$ cat src/rtl/adc_seq_pkg.sv
package adc_seq_pkg;

   typedef enum logic [1:0] {
      STYLE_READ_ONLY = 2'd0,
      STYLE_TIMED     = 2'd1,
      STYLE_IRQ       = 2'd2,
      STYLE_PIPE      = 2'd3
   } style_e;

   typedef enum logic [2:0] {
      ST_IDLE,
      ST_WR_PULSE,
      ST_GAP,
      ST_WAIT_IRQ,
      ST_READ,
      ST_PIPE_STROBE,
      ST_RECOVER
   } seq_state_e;

   typedef struct packed {
      logic cs_n;
      logic wr_n;
      logic rd_n;
   } strobes_t;

   localparam strobes_t STROBES_OFF = '{cs_n: 1'b1, wr_n: 1'b1, rd_n: 1'b1};

   // Whole cycles covering an interval, never fewer than one.
   function automatic int unsigned cycles_for(input int unsigned ns, input int unsigned period);
      int unsigned c;
      c = (ns + period - 1) / period;
      return (c == 0) ? 1 : c;
   endfunction

   function automatic int unsigned max2(input int unsigned a, input int unsigned b);
      return (a > b) ? a : b;
   endfunction

endpackage

$ cat src/rtl/adc_seq_sync.sv
module adc_seq_sync #(
   parameter int             WIDTH   = 1,
   parameter int             STAGES  = 2,
   parameter logic [WIDTH-1:0] RST_VAL = '0
) (
   input  logic             clk_i,
   input  logic             rst_ni,
   input  logic [WIDTH-1:0] d_i,
   output logic [WIDTH-1:0] q_o
);

   generate
      if (STAGES < 2) begin : g_bad_stages
         $error("adc_seq_sync: at least two stages are required");
      end
      if (WIDTH < 1) begin : g_bad_width
         $error("adc_seq_sync: WIDTH must be positive");
      end
   endgenerate

   logic [STAGES-1:0][WIDTH-1:0] chain_q;

   always_ff @(posedge clk_i or negedge rst_ni) begin
      if (!rst_ni) begin
         chain_q <= {STAGES{RST_VAL}};
      end else begin
         chain_q <= {chain_q[STAGES-2:0], d_i};
      end
   end

   assign q_o = chain_q[STAGES-1];

endmodule

$ cat src/rtl/adc_seq_timer.sv
module adc_seq_timer #(
   parameter int CNT_W = 8
) (
   input  logic             clk_i,
   input  logic             rst_ni,
   input  logic             load_i,
   input  logic [CNT_W-1:0] load_val_i,
   output logic             zero_o,
   output logic [CNT_W-1:0] count_o
);

   logic [CNT_W-1:0] cnt_q;

   always_ff @(posedge clk_i or negedge rst_ni) begin
      if (!rst_ni) begin
         cnt_q <= '0;
      end else if (load_i) begin
         cnt_q <= load_val_i;
      end else if (cnt_q != '0) begin
         cnt_q <= cnt_q - 1'b1;
      end
   end

   assign zero_o  = (cnt_q == '0);
   assign count_o = cnt_q;

endmodule

$ cat src/rtl/adc_seq_ctrl.sv
module adc_seq_ctrl
   import adc_seq_pkg::*;
#(
   parameter int DATA_W      = 8,
   parameter int CNT_W       = 9,
   parameter int WR_CYC      = 13,
   parameter int GAP_CYC     = 13,
   parameter int ACC_CYC     = 10,
   parameter int PIPE_CYC    = 13,
   parameter int TIMEOUT_CYC = 250,
   parameter int IRQ_GUARD   = 3
) (
   input  logic              clk_i,
   input  logic              rst_ni,
   input  logic              start_i,
   input  logic [1:0]        style_i,
   input  logic              irq_low_i,
   input  logic [DATA_W-1:0] data_i,
   output strobes_t          strobes_o,
   output logic              mode_o,
   output logic [DATA_W-1:0] result_o,
   output logic              valid_o,
   output logic              timeout_o,
   output logic              busy_o
);

   localparam logic [CNT_W-1:0] WR_LD   = CNT_W'(WR_CYC - 1);
   localparam logic [CNT_W-1:0] GAP_LD  = CNT_W'(GAP_CYC - 1);
   localparam logic [CNT_W-1:0] ACC_LD  = CNT_W'(ACC_CYC - 1);
   localparam logic [CNT_W-1:0] PIPE_LD = CNT_W'(PIPE_CYC - 1);
   localparam logic [CNT_W-1:0] TO_LD   = CNT_W'(TIMEOUT_CYC - 1);
   localparam logic [CNT_W-1:0] IRQ_OK  = CNT_W'(TIMEOUT_CYC - 1 - IRQ_GUARD);

   seq_state_e       state_q, state_d;
   style_e           style_q, style_sel;
   logic             stale_q, primed_q;
   strobes_t         strobes_q;
   logic             mode_q, valid_q, timeout_q;
   logic [DATA_W-1:0] result_q;

   logic             ph_load, ph_zero;
   logic [CNT_W-1:0] ph_val, ph_count;
   logic             to_load, to_zero;
   logic [CNT_W-1:0] to_count;
   logic             accept, latch, expire;

   adc_seq_timer #(.CNT_W(CNT_W)) u_phase_timer (
      .clk_i      (clk_i),
      .rst_ni     (rst_ni),
      .load_i     (ph_load),
      .load_val_i (ph_val),
      .zero_o     (ph_zero),
      .count_o    (ph_count)
   );

   adc_seq_timer #(.CNT_W(CNT_W)) u_wait_timer (
      .clk_i      (clk_i),
      .rst_ni     (rst_ni),
      .load_i     (to_load),
      .load_val_i (TO_LD),
      .zero_o     (to_zero),
      .count_o    (to_count)
   );

   // Strobe levels that belong to a state.
   function automatic strobes_t strobes_for(input seq_state_e s, input style_e st);
      strobes_t r;
      r = STROBES_OFF;
      case (s)
         ST_WR_PULSE:    begin r.cs_n = 1'b0; r.wr_n = 1'b0; end
         ST_GAP:         r.cs_n = 1'b0;
         ST_WAIT_IRQ:    begin r.cs_n = 1'b0; r.rd_n = (st != STYLE_READ_ONLY); end
         ST_READ:        begin r.cs_n = 1'b0; r.rd_n = 1'b0; end
         ST_PIPE_STROBE: begin r.cs_n = 1'b0; r.wr_n = 1'b0; r.rd_n = 1'b0; end
         default:        r = STROBES_OFF;
      endcase
      return r;
   endfunction

   always_comb begin
      state_d = state_q;
      ph_load = 1'b0;
      ph_val  = '0;
      to_load = 1'b0;
      accept  = 1'b0;
      latch   = 1'b0;
      expire  = 1'b0;
      case (state_q)
         ST_IDLE: begin
            if (start_i) begin
               accept = 1'b1;
               case (style_e'(style_i))
                  STYLE_READ_ONLY: begin state_d = ST_WAIT_IRQ; to_load = 1'b1; end
                  STYLE_PIPE:      begin state_d = ST_PIPE_STROBE; ph_load = 1'b1; ph_val = PIPE_LD; end
                  default:         begin state_d = ST_WR_PULSE; ph_load = 1'b1; ph_val = WR_LD; end
               endcase
            end
         end
         ST_WR_PULSE: begin
            if (ph_zero) begin
               if (style_q == STYLE_TIMED) begin
                  state_d = ST_GAP;
                  ph_load = 1'b1;
                  ph_val  = GAP_LD;
               end else begin
                  state_d = ST_WAIT_IRQ;
                  to_load = 1'b1;
               end
            end
         end
         ST_GAP: begin
            if (ph_zero) begin
               state_d = ST_READ;
               ph_load = 1'b1;
               ph_val  = ACC_LD;
            end
         end
         ST_WAIT_IRQ: begin
            if (irq_low_i && (to_count <= IRQ_OK)) begin
               state_d = ST_READ;
               ph_load = 1'b1;
               ph_val  = ACC_LD;
            end else if (to_zero) begin
               state_d = ST_IDLE;
               expire  = 1'b1;
            end
         end
         ST_READ: begin
            if (ph_zero) begin
               state_d = ST_IDLE;
               latch   = 1'b1;
            end
         end
         ST_PIPE_STROBE: begin
            if (ph_zero) begin
               state_d = ST_RECOVER;
               latch   = 1'b1;
               ph_load = 1'b1;
               ph_val  = GAP_LD;
            end
         end
         ST_RECOVER: begin
            if (ph_zero) state_d = ST_IDLE;
         end
         default: state_d = ST_IDLE;
      endcase
   end

   assign style_sel = accept ? style_e'(style_i) : style_q;

   always_ff @(posedge clk_i or negedge rst_ni) begin
      if (!rst_ni) begin
         state_q   <= ST_IDLE;
         style_q   <= STYLE_TIMED;
         stale_q   <= 1'b1;
         primed_q  <= 1'b0;
         strobes_q <= STROBES_OFF;
         mode_q    <= 1'b1;
         valid_q   <= 1'b0;
         timeout_q <= 1'b0;
         result_q  <= '0;
      end else begin
         state_q   <= state_d;
         strobes_q <= strobes_for(state_d, style_sel);
         valid_q   <= latch && !((style_q == STYLE_PIPE) && stale_q);
         timeout_q <= expire;
         if (accept) begin
            style_q  <= style_e'(style_i);
            mode_q   <= (style_e'(style_i) != STYLE_READ_ONLY);
            stale_q  <= !primed_q;
            primed_q <= (style_e'(style_i) == STYLE_PIPE);
         end
         if (latch) result_q <= data_i;
      end
   end

   assign strobes_o = strobes_q;
   assign mode_o    = mode_q;
   assign result_o  = result_q;
   assign valid_o   = valid_q;
   assign timeout_o = timeout_q;
   assign busy_o    = (state_q != ST_IDLE);

endmodule

$ cat src/rtl/adc_bus_sequencer.sv
module adc_bus_sequencer
   import adc_seq_pkg::*;
#(
   parameter int DATA_W         = 8,
   parameter int CLK_PERIOD_NS  = 20,
   parameter int WR_PULSE_NS    = 250,
   parameter int READ_DELAY_NS  = 250,
   parameter int ACCESS_NS      = 160,
   parameter int TIMEOUT_CYCLES = 250,
   parameter int SYNC_STAGES    = 2
) (
   input  logic              clk_i,
   input  logic              rst_ni,
   input  logic              start_i,
   input  logic [1:0]        style_i,
   output logic              adc_cs_no,
   output logic              adc_wr_no,
   output logic              adc_rd_no,
   output logic              adc_mode_o,
   input  logic              adc_int_ni,
   input  logic [DATA_W-1:0] adc_data_i,
   output logic [DATA_W-1:0] result_o,
   output logic              result_valid_o,
   output logic              busy_o,
   output logic              timeout_o
);

   localparam int WR_CYC   = int'(cycles_for(WR_PULSE_NS, CLK_PERIOD_NS));
   localparam int GAP_CYC  = int'(cycles_for(READ_DELAY_NS, CLK_PERIOD_NS));
   localparam int ACC_CYC  = int'(cycles_for(ACCESS_NS, CLK_PERIOD_NS)) + SYNC_STAGES;
   localparam int PIPE_CYC = int'(max2(WR_CYC, ACC_CYC));
   localparam int MAX_CYC  = int'(max2(max2(PIPE_CYC, GAP_CYC), TIMEOUT_CYCLES));
   localparam int CNT_W    = $clog2(MAX_CYC + 1);

   generate
      if (CLK_PERIOD_NS < 1) begin : g_bad_clk
         $error("adc_bus_sequencer: CLK_PERIOD_NS must be positive");
      end
      if (TIMEOUT_CYCLES < SYNC_STAGES + 4) begin : g_bad_timeout
         $error("adc_bus_sequencer: TIMEOUT_CYCLES too short for the synchronizer");
      end
      if (DATA_W < 1) begin : g_bad_width
         $error("adc_bus_sequencer: DATA_W must be positive");
      end
   endgenerate

   logic              int_sync_n;
   logic [DATA_W-1:0] data_sync;
   strobes_t          strobes;

   adc_seq_sync #(.WIDTH(1), .STAGES(SYNC_STAGES), .RST_VAL(1'b1)) u_int_sync (
      .clk_i  (clk_i),
      .rst_ni (rst_ni),
      .d_i    (adc_int_ni),
      .q_o    (int_sync_n)
   );

   adc_seq_sync #(.WIDTH(DATA_W), .STAGES(SYNC_STAGES), .RST_VAL('0)) u_data_sync (
      .clk_i  (clk_i),
      .rst_ni (rst_ni),
      .d_i    (adc_data_i),
      .q_o    (data_sync)
   );

   adc_seq_ctrl #(
      .DATA_W      (DATA_W),
      .CNT_W       (CNT_W),
      .WR_CYC      (WR_CYC),
      .GAP_CYC     (GAP_CYC),
      .ACC_CYC     (ACC_CYC),
      .PIPE_CYC    (PIPE_CYC),
      .TIMEOUT_CYC (TIMEOUT_CYCLES),
      .IRQ_GUARD   (SYNC_STAGES + 1)
   ) u_ctrl (
      .clk_i     (clk_i),
      .rst_ni    (rst_ni),
      .start_i   (start_i),
      .style_i   (style_i),
      .irq_low_i (!int_sync_n),
      .data_i    (data_sync),
      .strobes_o (strobes),
      .mode_o    (adc_mode_o),
      .result_o  (result_o),
      .valid_o   (result_valid_o),
      .timeout_o (timeout_o),
      .busy_o    (busy_o)
   );

   assign adc_cs_no = strobes.cs_n;
   assign adc_wr_no = strobes.wr_n;
   assign adc_rd_no = strobes.rd_n;

endmodule

$ cat config.mk
export PLATFORM = sky130hd
export DESIGN_NAME = adc_bus_sequencer
export DESIGN_NICKNAME = d
export VERILOG_FILES = /design/src/rtl/adc_seq_pkg.sv /design/src/rtl/adc_seq_sync.sv /design/src/rtl/adc_seq_timer.sv /design/src/rtl/adc_seq_ctrl.sv /design/src/rtl/adc_bus_sequencer.sv
export SDC_FILE = /design/constraint.sdc
export NUM_CORES = 1
export LEC_CHECK = 0
export BUFFER_PORTS_ARGS = -buffer_cell sky130_fd_sc_hd__buf_2
export CORE_MARGIN = 3
export CORE_UTILIZATION = 45
export CTS_CLUSTER_DIAMETER = 50
export CTS_CLUSTER_SIZE = 16
export DETAILED_ROUTE_END_ITERATION = 8
export GPL_TIMING_DRIVEN = 0
export PLACE_DENSITY_LB_ADDON = 0.2
export SLEW_MARGIN = 20
export SYNTH_ARGS = -nofsm -noshare
export SYNTH_HDL_FRONTEND = slang
export SYNTH_SLANG_ARGS = --single-unit
$ cat constraint.sdc
create_clock -name clk_i -period 6 [get_ports clk_i]
set_input_delay 0.3 -clock clk_i [delete_from_list [all_inputs] [get_ports clk_i]]
set_output_delay 0.3 -clock clk_i [all_outputs]
set_load 0.05 [all_outputs]
==> results of run 1 <==
synth_stat cells (2+ instances only):
cell type / n
inv_1: 5
mux2_4: 8
dfstp_2: 8
or2_1: 2
xnor2_1: 6
nand3b_1: 2
or3b_1: 2
a21oi_1: 6
o31ai_1: 2
nand2_1: 19
o21ai_0: 3
nor3_1: 5
dfrtp_1: 47
o211ai_1: 3
o21ai_1: 2
a211oi_1: 4
xor2_1: 3
nand3_1: 3
nor2b_1: 3
nor2_1: 12
and2_4: 2
ha_1: 3
buf_2: 3
nand2b_1: 5
a31oi_1: 2
worst paths after layout:
kind,from,end,slack [ns],cells past startpoint
worst max-delay path,u_ctrl.u_phase_timer.count_o[0],u_ctrl.result_o[1],3.82,7
worst min-delay path,rst_ni,u_ctrl.valid_o,0.03,1
worst max register to register,u_ctrl.u_phase_timer.count_o[0],u_ctrl.result_o[1],3.82,7
min in group clk_i,adc_int_ni,u_int_sync.chain_q[0],0.09,1
max in group asynchronous,rst_ni,u_ctrl.u_wait_timer.count_o[7],5.54,1
worst min register to register,u_data_sync.chain_q[2],u_data_sync.q_o[2],0.36,0
routing by layer:
layer | up-vias | wire length, um
met2 | 18 | 1830
met4 | 0 | 15
met5 | - | 0
li1 | 735 | -
met1 | 699 | 2020
met3 | 2 | 128
report_power, final:
part | internal (mW) | switching [mW] | total (mW)
combinational | 0.240 | 0.362 | 0.602
sequential | 0.504 | 0.106 | 0.609
clock | 0.126 | 0.121 | 0.247
total | 0.870 | 0.589 | 1.46
kinds of logic after synthesis:
kind of cell	Yosys count
AOI/OAI and AO/OA	33
xor gates and xnor gates	9
adders and majority gates	3
buffers and inverters	12
DFF	55
muxes	9
and+or+nand+nor	68
registers in the layout (all words and copies together), names as in the netlist:
register,flops
u_ctrl.state_q,3
u_int_sync.q_o,1
u_int_sync.chain_q,1
u_data_sync.q_o,8
u_ctrl.u_wait_timer.count_o,8
u_ctrl.timeout_o,1
u_ctrl.style_q,2
u_ctrl.valid_o,1
u_ctrl.strobes_o,3
u_ctrl.result_o,8
u_ctrl.stale_q,1
u_data_sync.chain_q,8
u_ctrl.mode_o,1
u_ctrl.primed_q,1
u_ctrl.u_phase_timer.count_o,8
per-stage QoR:
stage	setup WS (ns)	utilization (%)	power, mW	area, sq um
2_1_floorplan	4.03	-	1.08	2340
3_3_place_gp	3.85	52.6	1.21	2570
3_5_place_dp	3.86	52.7	1.22	2570
4_1_cts	3.82	55.1	1.47	2690
5_1_grt	3.63	55.1	1.56	2690
6_report	3.82	55.1	1.46	2690
layout make-up:
| class | instances | area, sq um |
|---|---|---|
| tap | 67 | 83.8 |
| fill | 439 | 2190 |
| clock buffer | 5 | 68.8 |
| clock inverter | 3 | 46.3 |
| multi-input combinational | 122 | 898 |
| timing repair buffer | 28 | 143 |
| buffer | 6 | 37.5 |
| inverter | 6 | 22.5 |
| sequential | 55 | 1390 |
==> impl_metrics.py, run 1 <==
metrics = {
    "status": {
        "outcome": "complete, no violations",
    },
    "synth": {
        "synthXorXnorAreaFrac_pct": 3.36,
        "yosysSeqAreaShare_pct": 59.1,
        "async_flop_share_pct": 100,
        "yosysWarnings": 0,
        "synth_compound_area_share_pct": 10.5,
        "synth_nets": 206,
        "avgSynthCellArea_sq_um": 12.4,
        "synth_top_family_by_area": "simple AND/OR/NAND/NOR gates",
        "synth_top_area_share_pct": 50.2,
        "yosysTopAreaCell": "dfrtp_1",
        "synth-simple-area-share_pct": 17.3,
        "ys_ff_latch": 55,
        "synth_fa_ha_area_share_pct": 1.60,
        "yosysUniqueCellTypes": 54,
        "ys.flop_type": "dfrtp_1",
        "synth-edff-count": 0,
        "netlist_top_cells_area": "dfrtp_1 50%, dfstp_2 9.0%, mux2_4 5.1%",
        "synthMuxAreaShare_pct": 5.55,
        "syn_inst": 189,
        "syn_area_sq_um": 2340,
    },
    "timing": {
        "relSlewSlack_pct": 49.9,
        "tightest_slew_ns": 0.732,
        "clock_skew_ns": 0.00595,
        "max_freq_mhz": 459,
        "rsz0062_at_grt": "false",
        "timing.final.crit_share_pct": 36.3,
        "final_max_slew_viol_count": 0,
        "whs_ns": 0.0305,
        "min_period_ns": 2.18,
        "fin_setup_tns_ns": 0,
        "setup_viol": 0,
        "hold_viol": 0,
    },
    "clocking": {
        "cts_made_buffers": 5,
        "cts_resized": 0,
        "cts-root-buf": "clkbuf_8",
        "htree_num_levels": 2,
        "tritoncts": "yes",
        "hold_buffers": 0,
        "cts_sinks": 55,
        "clk_latency_ns": 0.30,
        "postCtsSetupBuffers": 0,
        "clockBufferDepth": 2,
        "clk_pin_slew_ns": 0.10,
    },
    "critical_path": {
        "critPathBufInv": 2,
        "critical-path-max-stage-delay_ns": 0.43,
        "cp-start-kind": "register",
        "worst_setup_path_end_kind": "register",
        "cp_max_fo": 9,
        "worstPathArrival_ns": 2.37,
        "critical_path_class": "register to register",
        "critPathTopFamily": "simple AND/OR/NAND/NOR gates",
        "crit_slowest_cell": "dfrtp_1",
        "crit_chain": "inv_1, ha_1, nor4b_4, nand2_1, or2_1, buf_4, mux2_4",
        "required_ns": 6.19,
    },
    "job": {
        "max-cap-violations": 0,
    },
    "global_route": {
        "use_met2_pct": 22.7,
        "grtUsageTotal_pct": 14.2,
        "met3_usage_pct": 3.44,
        "grt_first_pass_wirelength_mm": 6.89,
        "busiest_layer": "met2",
        "grt_max_degree": 56,
        "overflow": 0,
        "grt_pass1_vias": 1434,
        "use_met1_pct": 19.7,
        "antenna_found_initial": 0,
    },
    "place": {
        "place_inst": 284,
        "gp_congestion": 0.787,
        "place_hpwl_mm": 2.77,
        "io_buffers": 28,
    },
    "drt": {
        "drc": 0,
        "routed_wl_mm": 3.99,
        "via_per_inst": 4.98,
        "first_pass_iters": 4,
        "ant_nets": 0,
        "routedWlPerCell_um": 13.7,
        "vias": 1454,
        "drt_iter0_markers": 69,
    },
    "power": {
        "cellLeakagePower_nw": 1.22,
        "vdd_drop_max_mv": 0.302,
        "powerDensity_nw_per_um2": 543,
    },
    "die": {
        "start_util_pct": 48.1,
        "die_area_sq_um": 6110,
        "num_io_pins": 29,
        "die_y_um": 78.2,
        "die_w_um": 78.2,
        "coreArea_sq_um": 4880,
        "row_count": 25,
    },
    "hold_path": {
        "hp-class": "input port to asynchronous set/reset pin",
    },
    "final_layout": {
        "drive_gt1_share_pct": 31.1,
        "mostFrequentLayoutCells": "47 x dfrtp_1, 30 x buf_2, 19 x nand2_1, 12 x nor2_1",
        "nets": 241,
        "final_common_cell": "dfrtp_1",
        "areaGrowthSynthToFinish_pct": 14.6,
        "antenna_cells": 0,
        "final_cell_count_no_fill": 292,
    },
}
Note: power is estimated with default switching activity, not from simulation.
==> inputs of run 2 (changes only) <==
clock period = 1.9 ns   (was 6 ns; I/O delays follow)
==> run 2 against run 1 <==
Compared with the run above:
- the flow now finishes with violations (negative setup slack)
- power increased to 3.3 times the previous value
- via count increased by 8.0%
- clock skew up 0.0023 ns
- clock power increased to 2.6 times the previous value
- critical endpoint is now u_ctrl.strobes_o[0]
- critical path depth rose by 1
- first-iteration DRC count down 20%
- clock-buffer cell count did not move
- core utilization increased by 5.7 points
- register-to-register slack worse by 3.9 ns
==> impl_metrics.py, run 2 (synthesis results as in run 1) <==
metrics = {
    "timing": {
        "tightest_slew_ns": 0.651,
        "rsz0062_at_grt": "true",
        "min_period_ns": 1.95,
        "timing.final.crit_share_pct": 102,
        "clock_skew_ns": 0.00827,
        "final_max_slew_viol_count": 0,
        "fin_ws_ns": -0.0467,
        "hold_viol": 0,
        "relSlewSlack_pct": 56.6,
        "fin_setup_tns_ns": -0.128,
        "max_freq_mhz": 514,
        "setup_viol": 9,
    },
    "place": {
        "io_buffers": 28,
        "place_hpwl_mm": 2.88,
        "gp_congestion": 0.780,
    },
    "critical_path": {
        "critical_path_class": "register to register",
        "worst_setup_path_end_kind": "register",
        "rr_worst_depth": 8,
        "required_ns": 2.14,
        "critical-path-max-stage-delay_ns": 0.39,
        "crit_chain": "inv_1, ha_2, nor4b_4, buf_4, a21boi_2, a2111o_1, and2_4, a22oi_2",
        "reg2reg_to": "u_ctrl.strobes_o[0]",
        "cp-start-kind": "register",
        "worstPathArrival_ns": 2.19,
        "critPathBufInv": 2,
        "reg2reg_from": "u_ctrl.u_phase_timer.count_o[0]",
        "cp_max_fo": 5,
        "critPathTopFamily": "compound AO/OA/AOI/OAI gates",
        "crit_slowest_cell": "dfrtp_1",
        "reg2reg_slack_ns": -0.05,
    },
    "final_layout": {
        "fill_cells": 414,
        "final_common_cell": "dfrtp_1",
        "final_core_util_pct": 60.8,
        "mostFrequentLayoutCells": "46 x dfrtp_1, 28 x buf_2, 18 x nand2_1, 13 x buf_4, 11 x nor2_1",
        "nets": 263,
        "multi_input_area_sq_um": 993,
        "drive_gt1_share_pct": 40.9,
        "areaGrowthSynthToFinish_pct": 26.5,
        "final-seq-area_sq_um": 1390,
        "antenna_cells": 0,
    },
    "global_route": {
        "grtUsageTotal_pct": 16.1,
        "overflow": 0,
        "antenna_found_initial": 0,
        "grt_first_pass_wirelength_mm": 7.70,
        "grt_max_degree": 56,
        "grt_pass1_vias": 1641,
    },
    "die": {
        "num_io_pins": 29,
        "row_count": 25,
        "die_w_um": 78.2,
        "coreArea_sq_um": 4880,
        "die_y_um": 78.2,
        "start_util_pct": 48.1,
        "die_area_sq_um": 6110,
    },
    "status": {
        "outcome": "complete, but fails checks",
        "violations": "negative setup slack",
    },
    "drt": {
        "vias": 1570,
        "ant_nets": 0,
        "routedWlPerCell_um": 14.1,
        "first_pass_iters": 4,
        "drt_iter0_markers": 55,
        "via_per_inst": 5.00,
        "drc": 0,
        "routed_wl_mm": 4.44,
    },
    "clocking": {
        "tritoncts": "yes",
        "clockBufferDepth": 2,
        "clk_latency_ns": 0.31,
        "cts-root-buf": "clkbuf_8",
        "cts_made_buffers": 5,
        "clk_pin_slew_ns": 0.10,
        "htree_num_levels": 2,
        "cts_sinks": 55,
    },
    "hold_path": {
        "min_to": "u_ctrl.style_q[0]",
        "worstHoldStart": "style_i[0]",
        "min_path_cells": 3,
        "hp-class": "input port to register",
    },
    "power": {
        "cellLeakagePower_nw": 1.34,
        "vdd_drop_max_mv": 0.986,
        "powerDensity_nw_per_um2": 1640,
    },
    "job": {
        "max-cap-violations": 0,
    },
}
run 2: cell types whose count changed in the layout (fill, tap and decap cells not counted), sizes merged:
cell and delta:
clkinv +2, clkinvlp -1, dlygate4sd3 +10, bufinv -1, buf +12
run 2: layout make-up:
cell class              count  share of cell area [%]
clock buffers               5                    2.32
repair buffers             51                    11.7
plain buffers               5                    1.31
clock inverters             3                   0.759
inverters                   6                   0.759
multi-input cells         122                    33.5
well taps                  67                    2.83
flip-flops and latches     55                    46.8
run 2: metal layers:
layer / wire, um / track usage (%) / vias to the layer above
li1: - / - / 779
met1: 2100 / 21.3 / 764
met2: 2170 / 26.3 / 22
met3: 119 / 3.56 / 5
met4: 53 / 5.24 / 0
met5: 0 / 0 / -
run 2: how the worst max path moves through the flow:
stage / start / to / slack (ns) / cells past startpoint
6_report: u_ctrl.u_phase_timer.count_o[0] / u_ctrl.strobes_o[0] / -0.05 / 8
5_1_grt: u_ctrl.u_phase_timer.count_o[1] / u_ctrl.strobes_o[0] / -0.15 / 8
4_1_cts: u_ctrl.u_wait_timer.count_o[0] / u_ctrl.u_wait_timer.count_o[3] / -0.1 / 8
3_5_place_dp: u_ctrl.u_phase_timer.count_o[0] / u_ctrl.u_phase_timer.count_o[1] / -0.29 / 7
3_3_place_gp: u_ctrl.u_phase_timer.count_o[0] / u_ctrl.u_phase_timer.count_o[1] / -0.25 / 7
2_1_floorplan: u_ctrl.u_wait_timer.count_o[0] / u_ctrl.u_wait_timer.count_o[3] / -0.06 / 8
run 2: per-stage QoR:
step | power (mW) | hold WS, ns | instance area (sq um) | setup slack [ns] | instances
2_1_floorplan | 3.44 | -0.201 | 2360 | -0.0587 | 189
3_5_place_dp | 3.89 | 0.177 | 2590 | -0.288 | 284
3_3_place_gp | 3.83 | 0.201 | 2590 | -0.251 | 284
5_1_grt | 5.21 | 0.0547 | 2970 | -0.154 | 314
4_1_cts | 4.78 | 0.0582 | 2910 | -0.0964 | 313
6_report | 4.86 | 0.0650 | 2970 | -0.0467 | 314
run 2: power breakdown:
group          internal, mW  total (mW)  switching, mW
combinational         0.984        2.29           1.31
clock                 0.265       0.652          0.387
sequential             1.59        1.92          0.330
total                  2.84        4.86           2.02
run 2: what timing repair did:
action / in CTS / in global routing
gates resized for setup: 15 / 11
gates cloned: 1 / 0
buffers inserted: 10 / 2
endpoints found under the hold margin: 56 / 0
pin swaps: 5 / 3
setup endpoints to repair: 28 / 27
hold buffers: 10 / 0
run 2: tightest hold or removal path, delay by kind of cell:
family / cells / cell delay, ns
simple gates: 2 / 0.14
buf+inv: 1 / 0.13
